## config.mk

```make
export PLATFORM = sky130hd
export DESIGN_NAME = sincos_cordic
export DESIGN_NICKNAME = d
export VERILOG_FILES = /design/src/rtl/sincos_pkg.sv /design/src/rtl/sincos_load.sv /design/src/rtl/sincos_rot.sv /design/src/rtl/sincos_round.sv /design/src/rtl/sincos_cordic.sv
export SDC_FILE = /design/constraint.sdc
export NUM_CORES = 1
export LEC_CHECK = 0
export BUFFER_PORTS_ARGS = -buffer_cell sky130_fd_sc_hd__clkbuf_2
export CAP_MARGIN = 20
export CORE_ASPECT_RATIO = 0.9
export CORE_UTILIZATION = 60
export CTS_BUF_LIST = sky130_fd_sc_hd__clkbuf_8
export DETAILED_ROUTE_END_ITERATION = 10
export PLACE_DENSITY = 0.76
export SYNTH_ARGS = -nofsm -noshare
export SYNTH_HDL_FRONTEND = slang
export SYNTH_HIERARCHICAL = 1
export SYNTH_SLANG_ARGS = --single-unit
```

## constraint.sdc

```tcl
create_clock -name clk -period 4.75 [get_ports clk]
set_input_delay 0.475 -clock clk [delete_from_list [all_inputs] [get_ports clk]]
set_output_delay 0.475 -clock clk [all_outputs]
set_load 0.02 [all_outputs]
```

## src/rtl/sincos_pkg.sv

```systemverilog
package sincos_pkg;

  // arctan(2^-idx) in units of 2^-15 rad
  function automatic int atan_q15(input int idx);
    case (idx)
      0:  return 25736;
      1:  return 15193;
      2:  return 8027;
      3:  return 4075;
      4:  return 2045;
      5:  return 1024;
      6:  return 512;
      7:  return 256;
      8:  return 128;
      9:  return 64;
      10: return 32;
      11: return 16;
      12: return 8;
      13: return 4;
      14: return 2;
      15: return 1;
      default: return 0;
    endcase
  endfunction

  // rescale a Q15 constant to 'frac' fractional bits with rounding
  function automatic int rescale_q15(input int v, input int frac);
    if (frac >= 15) return v;
    return (v + (1 << (14 - frac))) >>> (15 - frac);
  endfunction

  function automatic int atan_q(input int idx, input int frac);
    return rescale_q15(atan_q15(idx), frac);
  endfunction

  // reciprocal of the CORDIC gain, 0.6072529 in Q15
  function automatic int kinv_q(input int frac);
    return rescale_q15(19899, frac);
  endfunction

endpackage

```

## src/rtl/sincos_load.sv

```systemverilog
module sincos_load #(
  parameter int ANG_W = 14,
  parameter int IW    = 19,
  parameter int GUARD = 4,
  parameter int KINV  = 1244
) (
  input  logic                 clk,
  input  logic                 rst_n,
  input  logic signed [ANG_W-1:0] ang_i,
  output logic signed [IW-1:0] x_o,
  output logic signed [IW-1:0] y_o,
  output logic signed [IW-1:0] z_o
);
  logic signed [IW-1:0] x_d, y_d, z_d;

  always_comb begin
    x_d = IW'(KINV);
    y_d = '0;
    z_d = {{(IW-ANG_W){ang_i[ANG_W-1]}}, ang_i} << GUARD;
  end

  always_ff @(posedge clk or negedge rst_n) begin
    if (!rst_n) begin
      x_o <= '0;
      y_o <= '0;
      z_o <= '0;
    end else begin
      x_o <= x_d;
      y_o <= y_d;
      z_o <= z_d;
    end
  end
endmodule

```

## src/rtl/sincos_rot.sv

```systemverilog
module sincos_rot #(
  parameter int IW    = 19,
  parameter int SHIFT = 0,
  parameter int ATAN  = 1609,
  parameter int LIMIT = 2560
) (
  input  logic                 clk,
  input  logic                 rst_n,
  input  logic signed [IW-1:0] x_i,
  input  logic signed [IW-1:0] y_i,
  input  logic signed [IW-1:0] z_i,
  output logic signed [IW-1:0] x_o,
  output logic signed [IW-1:0] y_o,
  output logic signed [IW-1:0] z_o
);
  localparam logic signed [IW-1:0] STEP = IW'(ATAN);

  logic signed [IW-1:0] x_sh, y_sh, x_d, y_d, z_d;
  logic                 ccw;

  always_comb begin
    x_sh = x_i >>> SHIFT;
    y_sh = y_i >>> SHIFT;
    ccw  = ~z_i[IW-1];
    if (ccw) begin
      x_d = x_i - y_sh;
      y_d = y_i + x_sh;
      z_d = z_i - STEP;
    end else begin
      x_d = x_i + y_sh;
      y_d = y_i - x_sh;
      z_d = z_i + STEP;
    end
  end

  always_ff @(posedge clk or negedge rst_n) begin
    if (!rst_n) begin
      x_o <= '0;
      y_o <= '0;
      z_o <= '0;
    end else begin
      x_o <= x_d;
      y_o <= y_d;
      z_o <= z_d;
    end
  end


  xy_range_chk: assert property (@(posedge clk) disable iff (!rst_n)
    (x_o <= LIMIT) && (x_o >= -LIMIT) && (y_o <= LIMIT) && (y_o >= -LIMIT));
endmodule

```

## src/rtl/sincos_round.sv

```systemverilog
module sincos_round #(
  parameter int IW    = 19,
  parameter int OUT_W = 13,
  parameter int GUARD = 4
) (
  input  logic                    clk,
  input  logic                    rst_n,
  input  logic signed [IW-1:0]    v_i,
  output logic signed [OUT_W-1:0] q_o
);
  localparam logic signed [IW-1:0] HALF = IW'(1 << (GUARD-1));

  logic signed [IW-1:0] r;

  assign r   = (v_i + HALF) >>> GUARD;
  assign q_o = r[OUT_W-1:0];


  no_overflow_chk: assert property (@(posedge clk) disable iff (!rst_n)
    (r[IW-1:OUT_W-1] == '0) || (r[IW-1:OUT_W-1] == '1));
endmodule

```

## src/rtl/sincos_cordic.sv

```systemverilog
module sincos_cordic #(
  parameter int ANG_W  = 14,
  parameter int OUT_W  = 13,
  parameter int FRAC   = 7,
  parameter int GUARD  = 4,
  parameter int STAGES = 8
) (
  input  logic                    clk,
  input  logic                    rst_n,
  input  logic signed [ANG_W-1:0] angle_i,
  output logic signed [OUT_W-1:0] sin_o,
  output logic signed [OUT_W-1:0] cos_o
);
  localparam int IFRAC     = FRAC + GUARD;
  localparam int IW        = ANG_W + GUARD + 1;
  localparam int LAT       = STAGES + 1;
  localparam int LIMIT     = (1 << IFRAC) + (1 << (IFRAC - 2));
  localparam int ATAN_LAST = sincos_pkg::atan_q(STAGES - 1, IFRAC);
  localparam int SIGN_MIN  = 1 << (FRAC - 3);
  localparam int CW        = $clog2(LAT + 1);

  logic signed [IW-1:0] xs [0:STAGES];
  logic signed [IW-1:0] ys [0:STAGES];
  logic signed [IW-1:0] zs [0:STAGES];

  sincos_load #(
    .ANG_W(ANG_W), .IW(IW), .GUARD(GUARD), .KINV(sincos_pkg::kinv_q(IFRAC))
  ) u_load (
    .clk(clk), .rst_n(rst_n), .ang_i(angle_i),
    .x_o(xs[0]), .y_o(ys[0]), .z_o(zs[0])
  );

  for (genvar g = 0; g < STAGES; g++) begin : g_rot
    sincos_rot #(
      .IW(IW), .SHIFT(g), .ATAN(sincos_pkg::atan_q(g, IFRAC)), .LIMIT(LIMIT)
    ) u_rot (
      .clk(clk), .rst_n(rst_n),
      .x_i(xs[g]),   .y_i(ys[g]),   .z_i(zs[g]),
      .x_o(xs[g+1]), .y_o(ys[g+1]), .z_o(zs[g+1])
    );
  end

  sincos_round #(.IW(IW), .OUT_W(OUT_W), .GUARD(GUARD)) u_rnd_cos (
    .clk(clk), .rst_n(rst_n), .v_i(xs[STAGES]), .q_o(cos_o)
  );

  sincos_round #(.IW(IW), .OUT_W(OUT_W), .GUARD(GUARD)) u_rnd_sin (
    .clk(clk), .rst_n(rst_n), .v_i(ys[STAGES]), .q_o(sin_o)
  );

  // ---- checker state: pipeline fill count and angle sign history ----
  logic [CW-1:0]  fill_q, fill_d;
  logic [LAT-1:0] pos_q, neg_q, pos_d, neg_d;
  logic           filled;
  int             sin_w, cos_w, mag2, z_last;

  always_comb begin
    fill_d = (fill_q == CW'(LAT)) ? fill_q : fill_q + 1'b1;
    pos_d  = {pos_q[LAT-2:0], (angle_i >= ANG_W'(SIGN_MIN))};
    neg_d  = {neg_q[LAT-2:0], (angle_i <= -ANG_W'(SIGN_MIN))};
  end

  always_ff @(posedge clk or negedge rst_n) begin
    if (!rst_n) begin
      fill_q <= '0;
      pos_q  <= '0;
      neg_q  <= '0;
    end else begin
      fill_q <= fill_d;
      pos_q  <= pos_d;
      neg_q  <= neg_d;
    end
  end

  assign filled = (fill_q == CW'(LAT));
  assign sin_w  = int'(sin_o);
  assign cos_w  = int'(cos_o);
  assign mag2   = sin_w * sin_w + cos_w * cos_w;
  assign z_last = int'(zs[STAGES]);


  always @(posedge clk) begin
    if (!rst_n) begin
      rst_zero_chk: assert (sin_o == '0 && cos_o == '0);
    end
  end


  unit_circle_chk: assert property (@(posedge clk) disable iff (!rst_n)
    filled |-> (mag2 >= 15000 && mag2 <= 17500));


  cos_nonneg_chk: assert property (@(posedge clk) disable iff (!rst_n)
    filled |-> (cos_w >= -3));


  sin_sign_chk: assert property (@(posedge clk) disable iff (!rst_n)
    (filled && pos_q[LAT-1]) |-> (sin_w > 0));


  sin_sign_neg_chk: assert property (@(posedge clk) disable iff (!rst_n)
    (filled && neg_q[LAT-1]) |-> (sin_w < 0));


  residual_chk: assert property (@(posedge clk) disable iff (!rst_n)
    filled |-> (z_last <= 2*ATAN_LAST + STAGES && z_last >= -(2*ATAN_LAST + STAGES)));
endmodule

```

* Word-level counts from Yosys, hierarchy flattened
Cells that the tools add are included.
Operators by class: add/sub/neg operators 45, $mul 0, div/mod/pow operators 0, $lt $le $gt $ge 0, eq/ne operators 0, shift operators 0, multiplexer cells 22, bitwise logic cells 0, reduce and logical (&&, ||, !) cells 0
Operators with widths (count):
- two-way mux 19 bit | 20
- adder 19 x 13 -> 19 bit | 2
- adder 19 x 14 -> 19 bit | 2
- adder 19 x 15 -> 19 bit | 2
- adder 19 x 16 -> 19 bit | 2
- adder 19 x 17 -> 19 bit | 2
- adder 19 x 9 -> 19 bit (second input constant) | 2
- subtractor 19 x 13 -> 19 bit | 2
- subtractor 19 x 14 -> 19 bit | 2
- subtractor 19 x 15 -> 19 bit | 2
- subtractor 19 x 16 -> 19 bit | 2
- subtractor 19 x 17 -> 19 bit | 2
- subtractor 19 x 9 -> 19 bit (second input constant) | 2
- adder 17 x 12 -> 17 bit | 2
- adder 17 x 5 -> 17 bit (second input constant) | 2
- two-way mux 17 bit | 2
- subtractor 17 x 12 -> 17 bit | 2
- adder 12 x 18 -> 19 bit | 1
- adder 18 x 12 -> 19 bit (second input constant) | 1
- adder 19 x 10 -> 19 bit (second input constant) | 1
- adder 19 x 11 -> 19 bit | 1
- adder 19 x 11 -> 19 bit (second input constant) | 1
- adder 19 x 7 -> 19 bit (second input constant) | 1
- adder 19 x 8 -> 19 bit (second input constant) | 1
- other kinds (8) | 8
Storage, ports and cells: register bits after elaboration 440, bits in latches 0, RAM bits 0, memory bits (read-only) 0, output and inout bits 26, word-level logic and storage cells 92, memories 0

* Logic depth before layout (Yosys ltp)
Gate-level depths: netlist of run 1.
word-level depth 2, mapped depth 14, depth with buffers taken out 14

* Hierarchy
The synthesis of run 1 kept the hierarchy.
By module, submodules not included:
- sincos_rot (g_rot[0].u_rot) | instances 1, cells an instance 621, area each 5262.5 um^2, sequential area each 1401.3 um^2
- sincos_rot (g_rot[2].u_rot) | instances 1, cells an instance 523, area each 4755.8 um^2, sequential area each 1426.4 um^2
- sincos_rot (g_rot[1].u_rot) | instances 1, cells an instance 520, area each 4743.3 um^2, sequential area each 1426.4 um^2
- sincos_rot (g_rot[3].u_rot) | instances 1, cells an instance 526, area each 4730.8 um^2, sequential area each 1426.4 um^2
- sincos_rot (g_rot[7].u_rot) | instances 1, cells an instance 478, area each 4509.3 um^2, sequential area each 1426.4 um^2
- sincos_rot (g_rot[4].u_rot) | instances 1, cells an instance 463, area each 4296.6 um^2, sequential area each 1426.4 um^2
- sincos_rot (g_rot[6].u_rot) | instances 1, cells an instance 454, area each 4282.9 um^2, sequential area each 1426.4 um^2
- sincos_rot (g_rot[5].u_rot) | instances 1, cells an instance 445, area each 4222.8 um^2, sequential area each 1426.4 um^2
- sincos_load | instances 1, cells an instance 59, area each 698.2 um^2, sequential area each 375.4 um^2
- sincos_round | instances 2, cells an instance 35, area each 242.7 um^2, sequential area each 0.0 um^2

* Worst setup path after synthesis of run 1
No wires, ideal clock.
kind reg2reg, from register g_rot[2].u_rot.z_o[18], to register g_rot[3].u_rot.x_o[15], arrival 3363 ps, data required time 4611 ps, setup slack 1248 ps, cell stages (with the launch flop) 14, cell sequence dfrtp_1 -> buf_6 -> clkbuf_1 -> inv_1 -> o21ai_0 -> xnor2_1 -> ha_1 -> clkbuf_1 -> and2_1 -> a32o_1 -> o31ai_1 -> a21oi_1 -> and4b_1 -> or4_1
On the way: longest elaborated chain between the ends 1
RTL lines:
- from (decl) | line sincos_rot.sv:14 | output logic signed [IW-1:0] z_o
- from (signal assigned) | line sincos_rot.sv:44 | z_o <= z_d;
- two-way mux 19 bit | line sincos_rot.sv:25 | if (ccw) begin
- net g_rot[3].u_rot.x_d[15] | line sincos_rot.sv:18 | logic signed [IW-1:0] x_sh, y_sh, x_d, y_d, z_d;
- to (signal assigned) | line sincos_rot.sv:38 | x_o <= '0;
- to (signal assigned) | line sincos_rot.sv:42 | x_o <= x_d;
- to (decl) | line sincos_rot.sv:12 | output logic signed [IW-1:0] x_o,
The timed path passes the listed nets, and every way through them passes these cells.

* Worst setup path in the final report of run 1
from register g_rot[0].u_rot.x_o[10], to register g_rot[1].u_rot.y_o[18]
On the way: longest elaborated chain between the ends 2
RTL lines:
- from (decl) | line sincos_rot.sv:12
- from (signal assigned) | line sincos_rot.sv:38
- from (signal assigned) | line sincos_rot.sv:42
- adder 19 x 11 -> 19 bit or subtractor 19 x 11 -> 19 bit (tied branches) | line sincos_rot.sv:27, sincos_rot.sv:31
- two-way mux 19 bit (*) | line sincos_rot.sv:25
- net g_rot[1].u_rot.y_d[18] | line sincos_rot.sv:18
- to (signal assigned) | line sincos_rot.sv:43 | y_o <= y_d;
- to (decl) | line sincos_rot.sv:13 | output logic signed [IW-1:0] y_o,
The timed path passes the listed nets; every way through them passes the cells marked *.

==> summary.md, run 1 <==
| Metric | Value |
|---|---|
| Clock Tree Root | clkbuf_8 |
| Grt total ovfl | 0 |
| Die height | ~230 um |
| Fin nets | around 4500 |
| FMAX | 269 MHz |
| Min Tclk post-route | 3.72 ns |
| Mapped Area | 0.0352 mm^2 |
| Final setup viols | 0 |
| Max-cap viol count | 0 |
| Worst r2r path cells | 11 |
| Via count | around 29000 |
| Layout cells sized above 1 | 6.79% |
| Number of global-route vias before repair | 28100 |
| Fin Setup TNS | 0 ns |
| Startpoint types | flip-flop |
| Commonest non-fill, non-tap cell in the layout | ha_1 |
| Via/cell ratio | 6.05 |
| Synth Instances | a little under 4000 |
| FF+latch area | 0.0102 mm^2 |
| Clock skew | 0.0332 ns |
| Critical path class | flip-flop to flip-flop |
| Unrepaired setup endpoints after global routing | no |
| Final std cell area, no fill | between 0.03 and 0.04 mm^2 |
| Worst hold path type | flip-flop to flip-flop |
| Worst setup path start | g_rot[0].u_rot/x_o[10] |
| Worst Path Max Fanout | 5 |
| Arr. time, crit path | 4.28 ns |
| Worst-Margin Slew | 1.04 ns |
| Clock Sinks | 408 |
| Routed WL | 84000 um |
| I/O Pins | 42 |
| Site Rows | 83 |
| IO Port Bufs | a little over 40 |
| First DRT Iteration DRCs | 2318 |
| Largest net degree at the start of global routing | 101 |
| Worst R2R End | g_rot[1].u_rot/y_o[18] |
| Total Routing Usage GR | 28.5% |
| CTS clk-pin slew, worst paths | 0.07 ns |
| Synth warnings | 6 |
| Fillcell total | 4862 |
| Slew Limit Fails | 0 |
| Skew-Pair Late Insertion Delay | around 0.67 ns |
| WP data required | 5.30 ns |
| Initial antenna violation count | 2 |
| # H-tree levels | 3 |
| Total iterations of the first detailed-routing run | 6 |
| Status | finished clean |
| Die area | 0.0597 mm^2 |
| Post-CTS Repair Setup Buffers | 0 |
| Routed len/inst | 17.5 um |
| Drt drc | 0 |
| Area of the multi-input gates | roughly 0.024 mm^2 |
| R2r setup slk | 1.03 ns |
| CTS max path bufs | 3 |
| CTS tree | done |
| Placer Congestion | 0.989 |
| Placed inst area | 0.0360 mm^2 |
| Period utilization | around 80% |
| Post-Syn Area per Cell | 8.97 um^2 |
| Area Overhead vs Synth | 7.06% |
| First-pass GRT wire length | 141000 um |
| Most frequent cells in the layout | ha_1 (431), dfrtp_1 (408), a21oi_1 (404) |
| Num CTS Buffers | 73 |
| Starting density of the core | 61.2% |
| Detail Route Antenna Nets | 0 |
| Die Width | 257 um |
| Slew headroom | 31.0% |
| CP Capture Type | flip-flop |
| HPWL after DPL | 65000 um |
| Setup crit end | g_rot[1].u_rot/y_o[18] |
| Worst r2r src | g_rot[0].u_rot/x_o[10] |
| Core area | around 0.058 mm^2 |
| Final hold violations | 0 |
## repair_timing
action,CTS,global route
hold endpoints to repair,84,0
hold buffers,15,0
endpoints found under the setup margin,0,0
gates resized for setup,0,0
## state kept, by name, summed over array words and instances, names as in the netlist
signal and count:
u_load/x_o 1, g_rot.u_rot/z_o 100, u_load/z_o 14, g_rot.u_rot/x_o 147
g_rot.u_rot/y_o 146
## worst min path at each step
stage | to | start | cells after the start
2_1_floorplan | g_rot[0].u_rot/x_o[0] | rst_n | 0
3_3_place_gp | g_rot[1].u_rot/z_o[0] | g_rot[0].u_rot/z_o[0] | 0
3_5_place_dp | g_rot[1].u_rot/z_o[0] | g_rot[0].u_rot/z_o[0] | 0
4_1_cts | g_rot[1].u_rot/z_o[0] | g_rot[0].u_rot/z_o[0] | 0
5_1_grt | g_rot[4].u_rot/z_o[5] | g_rot[3].u_rot/z_o[5] | 0
6_report | g_rot[1].u_rot/z_o[0] | g_rot[0].u_rot/z_o[0] | 0
## area by class of cell
type,instances,area share [%]
Antenna cell,1,0.00664
Clock buffer,88,3.21
Clock inverter,40,0.929
Inverter,215,2.14
Multi-Input combinational cell,3207,62.6
Sequential cell,408,27.1
Tap cell,765,2.54
Timing Repair Buffer,76,1.47
## critical path, stage by stage (launching register included)
cell      delay (ns)
dfrtp_1         0.47
nor4_1          0.73
nand3b_1        0.34
o31ai_1         0.61
xor2_1          0.25
ha_1            0.32
nand3_1         0.09
nand2_1         0.08
or3_1           0.31
a21oi_1         0.14
o21ai_0         0.11
xnor2_1         0.16
## layer usage
metal / vias up / track usage, % / wire length [um]
li1: 14200 / - / -
met1: 13800 / 38.8 / 38200
met3: 147 / 3.94 / 4850
met5: - / 0 / 0
met2: 861 / 47.4 / 39000
met4: 0 / 7.91 / 1950
## metrics by stage
stage / util [%] / hold slack [ns] / instances / setup slack (ns)
after floorplan: - / 0.179 / 3961 / 1.25
after global placement: 62.6 / 0.339 / 4656 / 1.09
after detailed placement: 62.6 / 0.335 / 4656 / 1.07
after CTS: 65.5 / 0.348 / 4799 / 1.05
after global routing: 65.6 / 0.371 / 4800 / 0.639
final: 65.6 / 0.347 / 4800 / 1.03
Power of run 1 is not shown: default switching activity piles up to over one toggle a cycle in this logic, so the estimate is an artifact.
==> inputs of run 2 (changes only) <==
Clock period 4.75 ns to 3.7 ns, I/O delays scaled along.
==> run 2 against run 1 <==
Die area unchanged. Register-to-register slack worse by 0.89 ns. Sequential share of layout area down 0.19 points. Critical path depth unchanged. Routed wire length down 0.77%. First-iteration DRC count up 5.9%. Count of clock-buffer cells in the layout down 1. Cell area up 0.71%.
==> summary.md, run 2 (same netlist as run 1, synthesis figures left out) <==
| Metric | Value |
|---|---|
| Status | finished clean |
| Pre-CTS setup slack | 0.169 ns |
| Max-cap viol count | 0 |
| Worst setup path start | g_rot[2].u_rot/y_o[10] |
| Num CTS Buffers | 73 |
| Grt total ovfl | 0 |
| Period utilization | 96.1% |
| Finished Layout Cells | 4834 |
| Final hold violations | 0 |
| WP data required | 4.23 ns |
| Reg with most FFs | g_rot.u_rot/x_o |
| Routed len/inst | 17.2 um |
| Setup ws final | 0.143 ns |
| Met2 routed WL | 38900 um |
| Site Rows | 83 |
| Initial antenna violation count | 1 |
| Arr. time, crit path | 4.09 ns |
| Unrepaired setup endpoints after global routing | no |
| Die height | 232 um |
| Total Routing Usage GR | 28.0% |
| CTS max path bufs | 3 |
| Routed WL | 83300 um |
| Fin nets | 4484 |
| FF+latch area | a little over 0.01 mm^2 |
| Via/cell ratio | 6.01 |
| Slew Limit Fails | 0 |
| Fillcell total | roughly 4800 |
| FMAX | 281 MHz |
| CTS tree | done |
| Slew headroom | 54.1% |
| Core area | 0.0575 mm^2 |
| HPWL after DPL | approximately 65000 um |
| Area of the multi-input gates | roughly 0.024 mm^2 |
| First-pass GRT wire length | 138000 um |
| Worst-Margin Slew | 0.682 ns |
| Skew-Pair Late Insertion Delay | 0.68 ns |
| Setup crit end | g_rot[3].u_rot/x_o[15] |
| Post-CTS Repair Setup Buffers | 0 |
| First DRT Iteration DRCs | between 2000 and 2500 |
| Critical path class | flip-flop to flip-flop |
| I/O Pins | 42 |
| Total iterations of the first detailed-routing run | 6 |
| Placer Congestion | 0.964 |
| Most frequent cells in the layout | ha_1 (431), dfrtp_1 (408), a21oi_1 (403) |
| Detail Route Antenna Nets | 0 |
| Clock skew | 0.0517 ns |
| Area Overhead vs Synth | 7.82% |
| Commonest non-fill, non-tap cell in the layout | ha_1 |
| Drt drc | 0 |
| Largest register FFs | roughly 150 |
| Number of global-route vias before repair | 27600 |
| Regs by FF count | g_rot.u_rot/x_o x147, g_rot.u_rot/y_o x146, g_rot.u_rot/z_o x100 |
| Clock Sinks | 408 |
| # H-tree levels | 3 |
| Highest routed layer | met4 |
| Final setup viols | 0 |
| Max incr delay on CP | ~0.54 ns |
| Worst Path Max Fanout | 5 |
| Die Width | 257 um |
| Via count | between 20000 and 30000 |
| IO Port Bufs | about 40 |
| Fin Setup TNS | 0 ns |
| Worst R2R End | g_rot[3].u_rot/x_o[15] |
| Worst hold path type | input port to async pin |
| Met3 routed WL | 5730 um |
| R2r setup slk | 0.14 ns |
| CP Capture Type | flip-flop |
| Worst r2r src | g_rot[2].u_rot/y_o[10] |
| Slowest CP cell | or4_4 |
| Clock Tree Root | clkbuf_8 |
| Worst r2r path cells | 11 |
| Layout cells sized above 1 | 7.65% |
| Die area | between 0.05 and 0.06 mm^2 |
| Crit-path cells | or4_4 -> or3_4 -> or3_4 -> nor2_1 -> nor2_1 -> xor2_1 -> ha_1 -> a211oi_2 -> a21oi_2 -> and4b_1 -> or4_1 |
| CTS clk-pin slew, worst paths | 0.07 ns |
| Largest net degree at the start of global routing | 102 |
| Met1 wire length | 37000 um |
| Starting density of the core | approximately 61% |
| Startpoint types | flip-flop |
| Min Tclk post-route | 3.56 ns |
| Dpl cells | 4689 |
[run 2: cell types whose count changed in the layout (fill, tap and decap cells not counted), moves of 2 or more]
| cell | previous run | this run |
|---|---|---|
| buf_12 | 3 | 5 |
| buf_4 | 17 | 48 |
| clkinvlp_4 | 5 | 7 |
| clkinv_8 | 2 | 0 |
[run 2: through the flow]
stage          hold slack [ns]  util (%)  cell area [um^2]
2_1_floorplan           0.0744         -             35400
3_3_place_gp             0.335      63.0             36300
3_5_place_dp             0.336      63.0             36300
4_1_cts                  0.221      66.0             38000
5_1_grt                  0.268      66.0             38000
6_report                 0.253      66.0             38000
[run 2: critical path: cells and delay by family, from the launching register on]
kind            cells  cell delay, ns
compound gates      2            0.38
xor+xnor            1            0.14
fa+ha+maj           1            0.35
flops               1            0.41
simple gates        7            2.15
[run 2: repair_timing]
item | 4_1_cts | 5_1_grt
hold endpoints to repair | 76 | 0
resized for setup | 0 | 6
hold buffers | 15 | 0
endpoints found under the setup margin | 0 | 5
[run 2: final cells by class]
type,instances,share of cell area (%)
timing repair buffer,109,2.17
multi-input combinational,3207,62.3
inverter,215,2.12
antenna,1,0.00659
clock buffer,87,3.15
tap,765,2.52
sequential,408,26.9
clock inverter,42,0.893
[run 2: how the worst min path moves through the flow]
stage,from,endpoint,cells past startpoint
floorplan,rst_n,g_rot[0].u_rot/x_o[0],0
global placement,g_rot[1].u_rot/z_o[0],g_rot[2].u_rot/z_o[0],0
detailed placement,g_rot[4].u_rot/z_o[5],g_rot[5].u_rot/z_o[5],0
CTS,rst_n,g_rot[7].u_rot/x_o[15],2
global route,rst_n,g_rot[7].u_rot/x_o[15],2
finish,rst_n,g_rot[7].u_rot/x_o[15],2
[run 2: layer usage]
| layer | vias up | GRT usage [%] |
|---|---|---|
| met5 | - | 0 |
| met4 | 0 | 7.84 |
| met3 | 128 | 5.04 |
| met2 | 856 | 46.7 |
| met1 | 13800 | 37.2 |
| li1 | 14300 | - |
Power of run 2 is left out for the same reason.
